[config.mk]
export PLATFORM = sky130hd
export DESIGN_NAME = chassis_tamper_latch
export DESIGN_NICKNAME = d
export VERILOG_FILES = /design/src/rtl/tamper_pkg.sv /design/src/rtl/tamper_bat_core.sv /design/src/rtl/tamper_evt_path.sv /design/src/rtl/chassis_tamper_latch.sv
export SDC_FILE = /design/constraint.sdc
export NUM_CORES = 1
export LEC_CHECK = 0
export BUFFER_PORTS_ARGS = -buffer_cell sky130_fd_sc_hd__buf_2
export CORE_MARGIN = 1
export CORE_UTILIZATION = 40
export DETAILED_ROUTE_END_ITERATION = 16
export MAX_ROUTING_LAYER = met4
export PLACE_DENSITY = 0.76
export SLEW_MARGIN = 25
export SYNTH_ARGS = -nofsm -noshare
export SYNTH_HDL_FRONTEND = slang
export SYNTH_SLANG_ARGS = --single-unit
[constraint.sdc]
create_clock -name clk -period 1.4 [get_ports clk]
set_input_delay 0 -clock clk [delete_from_list [all_inputs] [get_ports clk]]
set_output_delay 0 -clock clk [all_outputs]
set_load 0.01 [all_outputs]
[src/rtl/tamper_pkg.sv]
package tamper_pkg;
  localparam int EV_WAKE = 0;
  localparam int EV_SMI  = 1;
  localparam int NUM_EV  = 2;
endpackage

[src/rtl/tamper_bat_core.sv]
// Always-on part: pin edge detect, sticky flag and battery-only pending marker.
module tamper_bat_core (
  input  logic clk,
  input  logic rst_bat_por,
  input  logic rst_stby_por,
  input  logic stby_pg,
  input  logic tamper_n_i,
  input  logic clr_req,
  output logic flag_o,
  output logic pend_o,
  output logic fall_o
);
  logic pin_q, flag_q, pend_q;

  assign fall_o = pin_q & ~tamper_n_i & ~rst_bat_por;
  assign flag_o = flag_q;
  assign pend_o = pend_q;

  always_ff @(posedge clk) begin
    if (rst_bat_por) begin
      pin_q  <= 1'b1;
      flag_q <= 1'b1;
      pend_q <= 1'b1;
    end else begin
      pin_q <= tamper_n_i;
      if (fall_o || (rst_stby_por && pend_q))
        flag_q <= 1'b1;
      else if (clr_req)
        flag_q <= 1'b0;
      if (fall_o && !stby_pg)
        pend_q <= 1'b1;
      else if (rst_stby_por)
        pend_q <= 1'b0;
    end
  end
endmodule

[src/rtl/tamper_evt_path.sv]
// One event path (status, enable, gated registered output) in the standby domain.
module tamper_evt_path #(
  parameter int ADDR_W = 8,
  parameter logic [ADDR_W-1:0] STS_ADDR = '0,
  parameter logic [ADDR_W-1:0] EN_ADDR  = '0
) (
  input  logic              clk,
  input  logic              rst_stby_por,
  input  logic              pend_in,
  input  logic              stby_pg,
  input  logic              out_pg,
  input  logic              fall,
  input  logic              wr_ok,
  input  logic [ADDR_W-1:0] addr,
  input  logic              wbit,
  output logic              sts_o,
  output logic              en_o,
  output logic              evt_o,
  output logic              rd_hit,
  output logic              rd_bit
);
  logic sts_q, en_q, evt_q;
  logic hit_sts, hit_en;

  assign hit_sts = (addr == STS_ADDR);
  assign hit_en  = (addr == EN_ADDR);

  always_ff @(posedge clk) begin
    if (rst_stby_por) begin
      sts_q <= pend_in;
      en_q  <= 1'b0;
      evt_q <= 1'b0;
    end else begin
      evt_q <= sts_q & en_q & out_pg;
      if (stby_pg) begin
        if (fall)
          sts_q <= 1'b1;
        else if (wr_ok && hit_sts && wbit)
          sts_q <= 1'b0;
        if (wr_ok && hit_en)
          en_q <= wbit;
      end
    end
  end

  assign sts_o  = sts_q;
  assign en_o   = en_q;
  assign evt_o  = evt_q;
  assign rd_hit = hit_sts | hit_en;
  assign rd_bit = hit_sts ? sts_q : en_q;
endmodule

[src/rtl/chassis_tamper_latch.sv]
module chassis_tamper_latch
  import tamper_pkg::*;
#(
  parameter int ADDR_W = 8,
  parameter int DATA_W = 8,
  parameter logic [ADDR_W-1:0] TAMPER_ADDR   = 'h5E,
  parameter logic [ADDR_W-1:0] WAKE_STS_ADDR = 'h40,
  parameter logic [ADDR_W-1:0] WAKE_EN_ADDR  = 'h41,
  parameter logic [ADDR_W-1:0] SMI_STS_ADDR  = 'h42,
  parameter logic [ADDR_W-1:0] SMI_EN_ADDR   = 'h43
) (
  input  logic              clk,
  input  logic              rst_bat_por,
  input  logic              rst_stby_por,
  input  logic              stby_pg,
  input  logic              main_pg,
  input  logic              tamper_n_i,
  input  logic              reg_wr,
  input  logic [ADDR_W-1:0] reg_addr,
  input  logic [DATA_W-1:0] reg_wdata,
  output logic [DATA_W-1:0] reg_rdata,
  output logic              wake_o,
  output logic              smi_o
);
  logic flag_q, pend_q, fall;
  logic wr_ok, clr_req, pend_in;
  logic [NUM_EV-1:0] ev_sts, ev_en, ev_out, ev_pg, ev_hit, ev_bit;
  logic unused_wdata;

  assign unused_wdata = ^reg_wdata[DATA_W-1:1];
  assign wr_ok   = reg_wr & stby_pg;
  assign clr_req = wr_ok & (reg_addr == TAMPER_ADDR) & ~reg_wdata[0] & ~tamper_n_i;
  assign pend_in = pend_q | rst_bat_por;

  tamper_bat_core core_i (
    .clk(clk), .rst_bat_por(rst_bat_por), .rst_stby_por(rst_stby_por),
    .stby_pg(stby_pg), .tamper_n_i(tamper_n_i), .clr_req(clr_req),
    .flag_o(flag_q), .pend_o(pend_q), .fall_o(fall)
  );

  assign ev_pg[EV_WAKE] = stby_pg;
  assign ev_pg[EV_SMI]  = stby_pg & main_pg;

  for (genvar g = 0; g < NUM_EV; g++) begin : g_ev
    localparam logic [ADDR_W-1:0] STS_A = (g == EV_WAKE) ? WAKE_STS_ADDR : SMI_STS_ADDR;
    localparam logic [ADDR_W-1:0] EN_A  = (g == EV_WAKE) ? WAKE_EN_ADDR  : SMI_EN_ADDR;
    tamper_evt_path #(.ADDR_W(ADDR_W), .STS_ADDR(STS_A), .EN_ADDR(EN_A)) path_i (
      .clk(clk), .rst_stby_por(rst_stby_por), .pend_in(pend_in),
      .stby_pg(stby_pg), .out_pg(ev_pg[g]), .fall(fall), .wr_ok(wr_ok),
      .addr(reg_addr), .wbit(reg_wdata[0]),
      .sts_o(ev_sts[g]), .en_o(ev_en[g]), .evt_o(ev_out[g]),
      .rd_hit(ev_hit[g]), .rd_bit(ev_bit[g])
    );
  end

  always_comb begin
    reg_rdata = '0;
    if (reg_addr == TAMPER_ADDR)
      reg_rdata[1:0] = {tamper_n_i, flag_q};
    for (int i = 0; i < NUM_EV; i++)
      if (ev_hit[i]) reg_rdata[0] = ev_bit[i];
  end

  assign wake_o = ev_out[EV_WAKE];
  assign smi_o  = ev_out[EV_SMI];
endmodule

==> flow_summary.json <==
{
  "status": "complete, but fails checks",
  "violations": "setup timing",
  "setup.worst_path.end_class": "primary output",
  "hold_viol_final": 0,
  "cts-resized-gates": 0,
  "worst-path-max-fanout": 2,
  "synthCells": 54,
  "ff2ff_setup_slack_ns": 0.17,
  "critPathBufInv": 1,
  "dp_hpwl_um": 909.6,
  "path_class": "register to primary output",
  "antenna_cells": 0,
  "rsz0062_at_grt": "yes",
  "async_reset_ff_frac": 0,
  "cts_tree": "done",
  "fin_tns_setup_ns": -0.04793,
  "clk_pin_slew_ns": 0.06,
  "post-cts-setup-buffers": 0,
  "skew_ns": 0.002584,
  "antenna_left": 0,
  "port_buffers": 19,
  "synthFlopType": "dfxtp_1",
  "core_mm2": 0.001171,
  "vias": 489,
  "start_kind": "register",
  "maxSlewViolCount": 0,
  "final_util": 0.5919,
  "die_area_mm2": 0.001476,
  "cp.required_ns": 1.40,
  "dieWidth_um": 38.42,
  "fin_nets": 105,
  "syn_avg_cell_area_um2": 9.824,
  "crit_arrival_ns": 1.45,
  "critPathSlowestCell": "mux4_2",
  "maxCapViolCount": 0,
  "fin_crit_ns": 1.448,
  "wl_per_cell_um": 12.26,
  "grt_pass1_wl_um": 1856,
  "place_ws_ns": 0.1929,
  "drc": 0,
  "overflow": 0,
  "clock_latency_ns": 0.26,
  "grt_pass1_vias": 452,
  "cp_top_family": "multiplexers",
  "yosysSeqAreaShare": 0.3774,
  "post_route_cells_drive_above_1_share": 0.3457,
  "via_per_inst": 5.147,
  "stdcell_area_um2": 693.2,
  "setup_slack_ns": -0.04793,
  "ys.warnings.count": 0,
  "hp-class": "input pin to register",
  "power_density_mw_per_mm2": 814.5,
  "io_pins": 33,
  "holdWs_ns": 0.02026,
  "worstPathCellList": "mux4_2 > a22o_1 > buf_2",
  "routed_wl_um": 1165,
  "synth_edf_count": 2,
  "numCtsBuffers": 3,
  "place_congestion": 0.6854,
  "leakage_uw": 0.0003085,
  "drt_iter0_drc": 5,
  "clk_path_buf_depth": 2,
  "fin_crit_sh": 1.034,
  "cts.sinks": 9,
  "track_usage": 0.1918,
  "grt_max_degree": 8,
  "setup_viol": 1,
  "cts_max_level": 1,
  "grt_antenna_before_repair": 0,
  "synth_cell_type_count": 30,
  "max_freq_mhz": 690.6,
  "critPathMaxStageDelay_ns": 0.46,
  "synthesis.area_um2": 530.5,
  "drt-pass1-iter-count": 2,
  "place_area_um2": 616.8,
  "cts_root_buf": "clkbuf_4",
  "area_delta_synth_final_pct": 30.66,
  "start_util": 0.4530,
  "ys_seq_elements": 9,
  "std_cell_rows": 12,
  "die_height_um": 38.42,
  "peakVddDrop_v": 0.0004706
}
-- worst paths after layout --
check	startpoint	end	depth (start not counted)
max	g_ev[1].path_i.sts_o$_DFFE_PP_	reg_rdata[0]	3
min	stby_pg	core_i.pend_o$_SDFFE_PP1P_	2
max reg2reg	g_ev[1].path_i.en_o$_SDFFE_PP0P_	g_ev[1].path_i.evt_o$_SDFF_PP0_	3
min reg2reg	g_ev[0].path_i.en_o$_SDFFE_PP0P_	g_ev[0].path_i.en_o$_SDFFE_PP0P_	2
-- timing repair --
| action | CTS | global route |
|---|---|---|
| setup endpoints to repair | 1 | 1 |
| pin swaps | 1 | 0 |
| cloned | 0 | 0 |
| hold endpoints to repair | 4 | 0 |
| hold buffers | 5 | 0 |
-- sequential cells by signal (all words and copies together), names as in the netlist --
register	cells
g_ev.path_i.en_o	2
g_ev.path_i.evt_o	2
g_ev.path_i.sts_o	2
core_i.flag_o	1
core_i.pend_o	1
core_i.pin_q	1
-- cells by family after synthesis --
family / share of synthesized area
other: 0.007069
flip-flops: 0.3774
AND/OR/NAND/NOR: 0.3349
multiplexers: 0.08019
AO/OA/AOI/OAI: 0.1085
buffers and inverters: 0.09197
-- layer usage --
| layer | vias up | part of all wire | GRT usage |
|---|---|---|---|
| met4 | 0 | 0 | 0.02586 |
| met1 | 228 | 0.47 | 0.2115 |
| met5 | - | 0 | - |
| met2 | 12 | 0.49 | 0.3263 |
| li1 | 249 | - | - |
| met3 | 0 | 0.039 | 0.08721 |
-- area by class of cell --
class | count | area (um^2)
timing repair buffer | 24 | 145.1
tap | 14 | 17.52
inverter | 1 | 3.754
multi-input combinational | 43 | 300.3
fill | 118 | 478.0
sequential | 9 | 200.2
clock buffer | 4 | 26.28
-- synthesized netlist by cell type, drive strengths merged, types with 2 or more instances --
cell type | number | area share
dfxtp | 7 | 0.26
buf | 6 | 0.085
a21oi | 4 | 0.038
nand2 | 4 | 0.028
edfxtp | 2 | 0.11
mux2i | 2 | 0.038
nand3 | 2 | 0.019
nand4 | 2 | 0.024
nand4b | 2 | 0.033
nor2 | 2 | 0.014
nor3 | 2 | 0.019
-- cell usage in the layout, fill, tap and decap left out, types with 3 or more instances in the layout --
cell / n
clkbuf_4: 3
nand2_1: 4
conb_1: 6
dlygate4sd3_1: 5
a21oi_1: 4
buf_2: 19
dfxtp_1: 7
-- metrics by stage --
stage          std cells  power (uW)
2_1_floorplan         59       337.2
3_3_place_gp          86       362.1
3_5_place_dp          86       365.3
4_1_cts               95       575.9
5_1_grt               95       603.4
6_report              95       564.6
-- where the power goes --
| group | internal (uW) | switching (uW) | total (uW) | leakage [uW] |
|---|---|---|---|---|
| registers | 275 | 4.28 | 279 | 0.0000762 |
| logic | 42.7 | 47.1 | 89.9 | 0.000217 |
| clock network | 110 | 85.7 | 195 | 0.0000150 |
| total | 427 | 137 | 565 | 0.000309 |
Note: power is estimated with default switching activity, not from simulation.
